[src/rtl/capcmp_pkg.sv]
package capcmp_pkg;
  localparam int CNT_W   = 16;
  localparam int NUM_GR  = 4;
  localparam int FLAG_W  = NUM_GR + 1;
  localparam int OVF_BIT = NUM_GR;
  localparam int ADDR_W  = 3;

  localparam logic [ADDR_W-1:0] ADDR_CNT  = 3'd0;
  localparam logic [ADDR_W-1:0] ADDR_GR0  = 3'd1;
  localparam logic [ADDR_W-1:0] ADDR_STAT = 3'd5;
  localparam logic [ADDR_W-1:0] ADDR_IEN  = 3'd6;

  typedef struct packed {
    logic              cntWr;
    logic [NUM_GR-1:0] grWr;
    logic              statRd;
    logic              statWr;
    logic              ienWr;
    logic [CNT_W-1:0]  wdata;
  } strobes_t;
endpackage

[src/rtl/capcmp_datapath.sv]
module capcmp_datapath
  import capcmp_pkg::*;
(
  input  logic              clk,
  input  logic              rstN,
  input  strobes_t          stb,
  input  logic [NUM_GR-1:0] capStrobe,
  input  logic [NUM_GR-1:0] modeSel,
  input  logic [FLAG_W-1:0] flags,
  input  logic [FLAG_W-1:0] ien,
  input  logic [ADDR_W-1:0] rdAddr,
  output logic [CNT_W-1:0]  rdData,
  output logic [FLAG_W-1:0] setEvt
);
  logic [CNT_W-1:0] cntQ;
  logic [CNT_W-1:0] grQ [NUM_GR];
  logic [NUM_GR-1:0] capEvt;
  logic [NUM_GR-1:0] cmpEvt;

  always_ff @(posedge clk or negedge rstN) begin
    if (!rstN)          cntQ <= '0;
    else if (stb.cntWr) cntQ <= stb.wdata;
    else                cntQ <= cntQ + 1'b1;
  end

  for (genvar i = 0; i < NUM_GR; i++) begin : g_gr
    assign capEvt[i] = capStrobe[i] & modeSel[i];
    assign cmpEvt[i] = ~modeSel[i] & (cntQ == grQ[i]);

    always_ff @(posedge clk or negedge rstN) begin
      if (!rstN)            grQ[i] <= '0;
      else if (capEvt[i])   grQ[i] <= cntQ;
      else if (stb.grWr[i]) grQ[i] <= stb.wdata;
    end

    // capture copies the counter value of that cycle
    a_r4_capture_value: assert property (@(posedge clk) disable iff (!rstN)
      (capStrobe[i] && modeSel[i]) |=> grQ[i] == $past(cntQ));
    // without a qualified capture or a bus write the register holds
    a_r11_gr_hold: assert property (@(posedge clk) disable iff (!rstN)
      (!(capStrobe[i] && modeSel[i]) && !stb.grWr[i]) |=> $stable(grQ[i]));
  end

  assign setEvt[NUM_GR-1:0] = capEvt | cmpEvt;
  assign setEvt[OVF_BIT]    = ~stb.cntWr & (&cntQ);

  always_comb begin
    rdData = '0;
    if (rdAddr == ADDR_CNT) rdData = cntQ;
    if (rdAddr == ADDR_STAT) rdData = CNT_W'(flags);
    if (rdAddr == ADDR_IEN) rdData = CNT_W'(ien);
    for (int i = 0; i < NUM_GR; i++) begin
      if (rdAddr == ADDR_W'(ADDR_GR0 + ADDR_W'(i))) rdData = grQ[i];
    end
  end

  // free-running increment and load
  a_r2_count_step: assert property (@(posedge clk) disable iff (!rstN)
    !stb.cntWr |=> cntQ == $past(cntQ) + 1'b1);
  a_r2_count_load: assert property (@(posedge clk) disable iff (!rstN)
    stb.cntWr |=> cntQ == $past(stb.wdata));
endmodule

[src/rtl/capcmp_ctrl.sv]
module capcmp_ctrl
  import capcmp_pkg::*;
(
  input  logic              clk,
  input  logic              rstN,
  input  logic              busSel,
  input  logic              busWr,
  input  logic [ADDR_W-1:0] busAddr,
  input  logic [CNT_W-1:0]  busWdata,
  input  logic [FLAG_W-1:0] setEvt,
  output strobes_t          stb,
  output logic [FLAG_W-1:0] flags,
  output logic [FLAG_W-1:0] ien,
  output logic              irq
);
  logic [FLAG_W-1:0] flagQ;
  logic [FLAG_W-1:0] armedQ;
  logic [FLAG_W-1:0] ienQ;
  logic [FLAG_W-1:0] clrReq;
  logic              wrAcc;
  logic              rdAcc;

  assign wrAcc = busSel & busWr;
  assign rdAcc = busSel & ~busWr;

  always_comb begin
    stb.cntWr  = wrAcc & (busAddr == ADDR_CNT);
    stb.statRd = rdAcc & (busAddr == ADDR_STAT);
    stb.statWr = wrAcc & (busAddr == ADDR_STAT);
    stb.ienWr  = wrAcc & (busAddr == ADDR_IEN);
    stb.wdata  = busWdata;
    for (int i = 0; i < NUM_GR; i++)
      stb.grWr[i] = wrAcc & (busAddr == ADDR_W'(ADDR_GR0 + ADDR_W'(i)));
  end

  for (genvar i = 0; i < FLAG_W; i++) begin : g_flag
    assign clrReq[i] = stb.statWr & armedQ[i] & ~busWdata[i];

    always_ff @(posedge clk or negedge rstN) begin
      if (!rstN) begin
        flagQ[i]  <= 1'b0;
        armedQ[i] <= 1'b0;
      end else begin
        flagQ[i] <= setEvt[i] | (flagQ[i] & ~clrReq[i]);
        if (stb.statWr)      armedQ[i] <= 1'b0;
        else if (stb.statRd) armedQ[i] <= armedQ[i] | flagQ[i];
      end
    end

    // a set event always leaves the flag at 1
    a_r9_set_wins: assert property (@(posedge clk) disable iff (!rstN)
      setEvt[i] |=> flagQ[i]);
    // a flag only rises from a hardware event, never from the bus
    a_r6_rise_from_event: assert property (@(posedge clk) disable iff (!rstN)
      $rose(flagQ[i]) |-> $past(setEvt[i]));
    // a flag only falls after an armed write of 0
    a_r7_fall_needs_arm: assert property (@(posedge clk) disable iff (!rstN)
      $fell(flagQ[i]) |-> $past(armedQ[i] && stb.statWr && !busWdata[i]));
  end

  always_ff @(posedge clk or negedge rstN) begin
    if (!rstN)          ienQ <= '0;
    else if (stb.ienWr) ienQ <= busWdata[FLAG_W-1:0];
  end

  assign flags = flagQ;
  assign ien   = ienQ;
  assign irq   = |(flagQ & ienQ);

  // any status write consumes every marker
  a_r8_arm_consumed: assert property (@(posedge clk) disable iff (!rstN)
    stb.statWr |=> armedQ == '0);
  // no request while nothing is enabled
  a_r10_irq_masked: assert property (@(posedge clk) disable iff (!rstN)
    (ienQ == '0) |-> !irq);
endmodule

[src/rtl/capcmp_timer.sv]
module capcmp_timer
  import capcmp_pkg::*;
(
  input  logic              clk,
  input  logic              rstN,
  input  logic              busSel,
  input  logic              busWr,
  input  logic [ADDR_W-1:0] busAddr,
  input  logic [CNT_W-1:0]  busWdata,
  output logic [CNT_W-1:0]  busRdata,
  input  logic [NUM_GR-1:0] capStrobe,
  input  logic [NUM_GR-1:0] modeSel,
  output logic              irq
);
  strobes_t          stb;
  logic [FLAG_W-1:0] flags;
  logic [FLAG_W-1:0] ien;
  logic [FLAG_W-1:0] setEvt;

  capcmp_ctrl u_ctrl (
    .clk(clk), .rstN(rstN), .busSel(busSel), .busWr(busWr),
    .busAddr(busAddr), .busWdata(busWdata), .setEvt(setEvt),
    .stb(stb), .flags(flags), .ien(ien), .irq(irq)
  );

  capcmp_datapath u_dp (
    .clk(clk), .rstN(rstN), .stb(stb), .capStrobe(capStrobe),
    .modeSel(modeSel), .flags(flags), .ien(ien), .rdAddr(busAddr),
    .rdData(busRdata), .setEvt(setEvt)
  );
endmodule

[config.mk]
export PLATFORM = sky130hd
export DESIGN_NAME = capcmp_timer
export DESIGN_NICKNAME = d
export VERILOG_FILES = /design/src/rtl/capcmp_pkg.sv /design/src/rtl/capcmp_datapath.sv /design/src/rtl/capcmp_ctrl.sv /design/src/rtl/capcmp_timer.sv
export SDC_FILE = /design/constraint.sdc
export NUM_CORES = 1
export LEC_CHECK = 0
export ABC_AREA = 1
export CORE_ASPECT_RATIO = 1.5
export CORE_MARGIN = 4
export CORE_UTILIZATION = 35
export DETAILED_ROUTE_END_ITERATION = 12
export SYNTH_ARGS = -nofsm -noshare
export SYNTH_HDL_FRONTEND = slang
export SYNTH_SLANG_ARGS = --single-unit
[constraint.sdc]
create_clock -name clk -period 1.9 [get_ports clk]
set_clock_uncertainty 0.1 [all_clocks]
set_input_delay 0.38 -clock clk [delete_from_list [all_inputs] [get_ports clk]]
set_output_delay 0.38 -clock clk [all_outputs]
set_load 0.01 [all_outputs]
==> summary.md <==
| Metric | Value |
|---|---|
| Outcome | finished, violations left |
| Violated checks | hold timing |
| GPL Wtd Cong | 0.944 |
| Syn nets | 999 |
| #FFs+latches synth | 95 |
| Initial DRC Count | 553 |
| Rows | 59 |
| Routed length per placed instance | 18.2 µm |
| CTS buffer count | 9 |
| WL final | 23,600 µm |
| Post-detail-place hpwl | 17,600 µm |
| CTS Hold Bufs | 0 |
| Core box area | 17,400 µm² |
| Syn Inst Count | 967 |
| All-Layer GR Usage | 0.246 |
| Starting Density | 0.358 |
| Critical path class | reg -> out |
| Vias post-DR | 6,815 |
| Worst Tran Pin Value | 0.563 ns |
| Count of cell types in the netlist | 32 |
| Number of remaining DRC errors | 0 |
| CP Max Fanout | 3 |
| Cell taking the most area after synthesis | dfrtp_1 |
| Die ar. | 20,100 µm² |
| F_max | 528 MHz |
| Post-Syn Area | 6230 µm² |
| Hold Slack | -0.0445 ns |
| Worst-path cell chain | nand3_1, nand2_2, nor3_2, nand4_1, buf_2 |
| Max-Cap Viols | 0 |
| Critical Path Slowest Stage Cell | dfrtp_1 |
| Most frequent cells in the layout | nand2_1, o21ai_0, nor2_1 |
| RR Startpoint | u_dp.cntQ[4] |
| Sequential fraction of the synthesis area | 0.381 |
| Syn-to-layout area delta | 29.7% |
| ANT nets after route | 0 |
| Vias in the first global route | 6,684 |
| Final std cells w/o fill | 1,294 |
| Max-slew headroom | 0.625 |
| Crit end category | primary output |
| H-tree Lvls | 3 |
| Area post-placement | 7570 µm² |
| Longest Clk Path Bufs | 2 |
| VDD IR max | 0.000357 V |
| Required @ worst endpoint | 1.42 ns |
| Final Hold Fails | 25 |
| Placed instance count | 1,270 |
| Startpoint types | flip-flop |
| Die X | 117 µm |
| Pwr/cell area | 1010 nW/µm² |
| Ant diodes | 0 |
| Final core utilization | 0.464 |
| Final period util | 0.997 |
| Clk sink count | 95 |
| Synth top area cells | dfrtp_1, nand2_1, o21ai_0 |
| Syn_area_per_cell | 6.45 µm² |
| Clock Latency Late Sink | 0.36 ns |
| Final #Nets | 1,108 |
| Worst min path class | in -> async |
| Vias per inst | 5.27 |
| Die height | 171 µm |
| P_leak | 3.88 nW |
| Min cycle time layout | 1.89 ns |
| Initial antenna violation count | 0 |
| Largest net degree at the start of global routing | 96 |
| CP max stage delay | 0.41 ns |
| Cell area after layout | 8080 µm² |
| Top cell type's share of synthesized area | 0.381 |
| Final Setup Violations | 0 |
| Unrepaired setup endpoints after global routing | true |
| TritonRoute pass-1 iters | 5 |
| Proportion of layout cells with a drive suffix above 1 | 0.162 |
| Crit path launch | u_dp.cntQ[1] |
| First-pass GRT wire length | 37,000 µm |
| Clock-pin slew on the worst setup and hold paths | 0.07 ns |
| Synthesis warning total | 0 |
| CTS tree | built |
| Worst Path Arrival | 1.41 ns |
| Slew Viols, Final | 0 |
| Gr ovfl total | 0 |
| Overall power | 8.17 mW |
| IO Count | 48 |
| Port bufs | 47 |
| Root Buffer | clkbuf_16 |
| Commonest non-fill, non-tap cell in the layout | nand2_1 |
==> kinds of logic after synthesis <==
kind of cell	count (synthesis)	synth area share
buf+inv	138	0.0891
xor+xnor	16	0.0225
fa+ha+maj	1	0.00201
flops	95	0.381
compound gates	179	0.156
simple gates	538	0.350
==> worst max-delay path, delay by kind of cell (launching register included) <==
kind	cells	cell delay [ns]
buf+inv	1	0.16
flops	1	0.41
simple gates	4	0.48
==> power by group <==
group	switching, mW	internal (mW)	total [mW]
logic	2.18	1.34	3.52
clock network	0.840	1.02	1.86
registers	0.341	2.44	2.78
==> flip-flops by register name (all words and copies together), names as in the netlist <==
name / count
u_dp.cntQ: 16
u_ctrl.ien: 5
u_ctrl.flags: 5
u_dp.grQ: 64
u_ctrl.armedQ: 5
==> final timing paths <==
check / endpoint / slack, ns / cells after the start
max in group asynchronous: u_dp.grQ[9] / 1.29 / 2
hold reg to reg: u_ctrl.armedQ[0] / 0.39 / 2
setup reg to reg: u_ctrl.flags[2] / 0.16 / 9
hold / removal: u_dp.grQ[52] / -0.04 / 2
setup / recovery: busRdata[1] / 0.006 / 5
min in group clk: u_ctrl.armedQ[0] / 0.39 / 2
==> per-stage QoR <==
step                hold slack (ns)  TNS, ns  setup slack, ns
floorplan                   -0.0156        0           0.0974
global placement              0.379   -38.03            -1.01
detailed placement            0.386   -41.15            -1.05
CTS                         0.00916   -0.669          -0.0696
global route                0.00939   -0.184          -0.0671
finish                      -0.0445        0          0.00616
==> per-layer routing <==
metal  track usage  routed length, µm  vias up
met5             0                  0        -
met3        0.0190                799       82
met2         0.419              11800      213
met4         0.164               1760        0
li1              -                  -     3326
met1         0.290               9260     3194
==> synth_stat cells <==
cell	instances
nand2_1	344
o21ai_0	116
nor2_1	107
dfrtp_1	95
inv_1	81
nand3_1	56
clkbuf_1	25
buf_2	22
a21oi_1	20
nand4_1	17
o22ai_1	12
o211ai_1	11
a31oi_1	8
xnor2_1	8
xor2_1	8
nor3_1	6
clkinv_1	5
o21ai_1	5
a21boi_0	4
buf_4	2
inv_2	2
nor2_2	2
o21ai_2	2
a221oi_1	1
ha_1	1
inv_4	1
nand2_2	1
nand3_2	1
nand3b_1	1
nor2_4	1
nor3_4	1
or2_2	1
==> what timing repair did <==
action                                  4_1_cts  5_1_grt
setup buffers                                 1        7
resized for setup                            90       46
gates cloned                                  2        0
endpoints found under the setup margin       33       16
endpoints found under the hold margin         0        0
pin swaps                                     4       13
==> area by class of cell <==
class                      instances  area, µm²
clock buffer                      11        233
clock inverter                     5       58.8
fill                            1816       9340
inverter                          89        342
multi-input combinational        734       3440
sequential                        95       2380
tap                              213        267
timing repair buffer             147       1370
(Power assumes the default switching activity.)
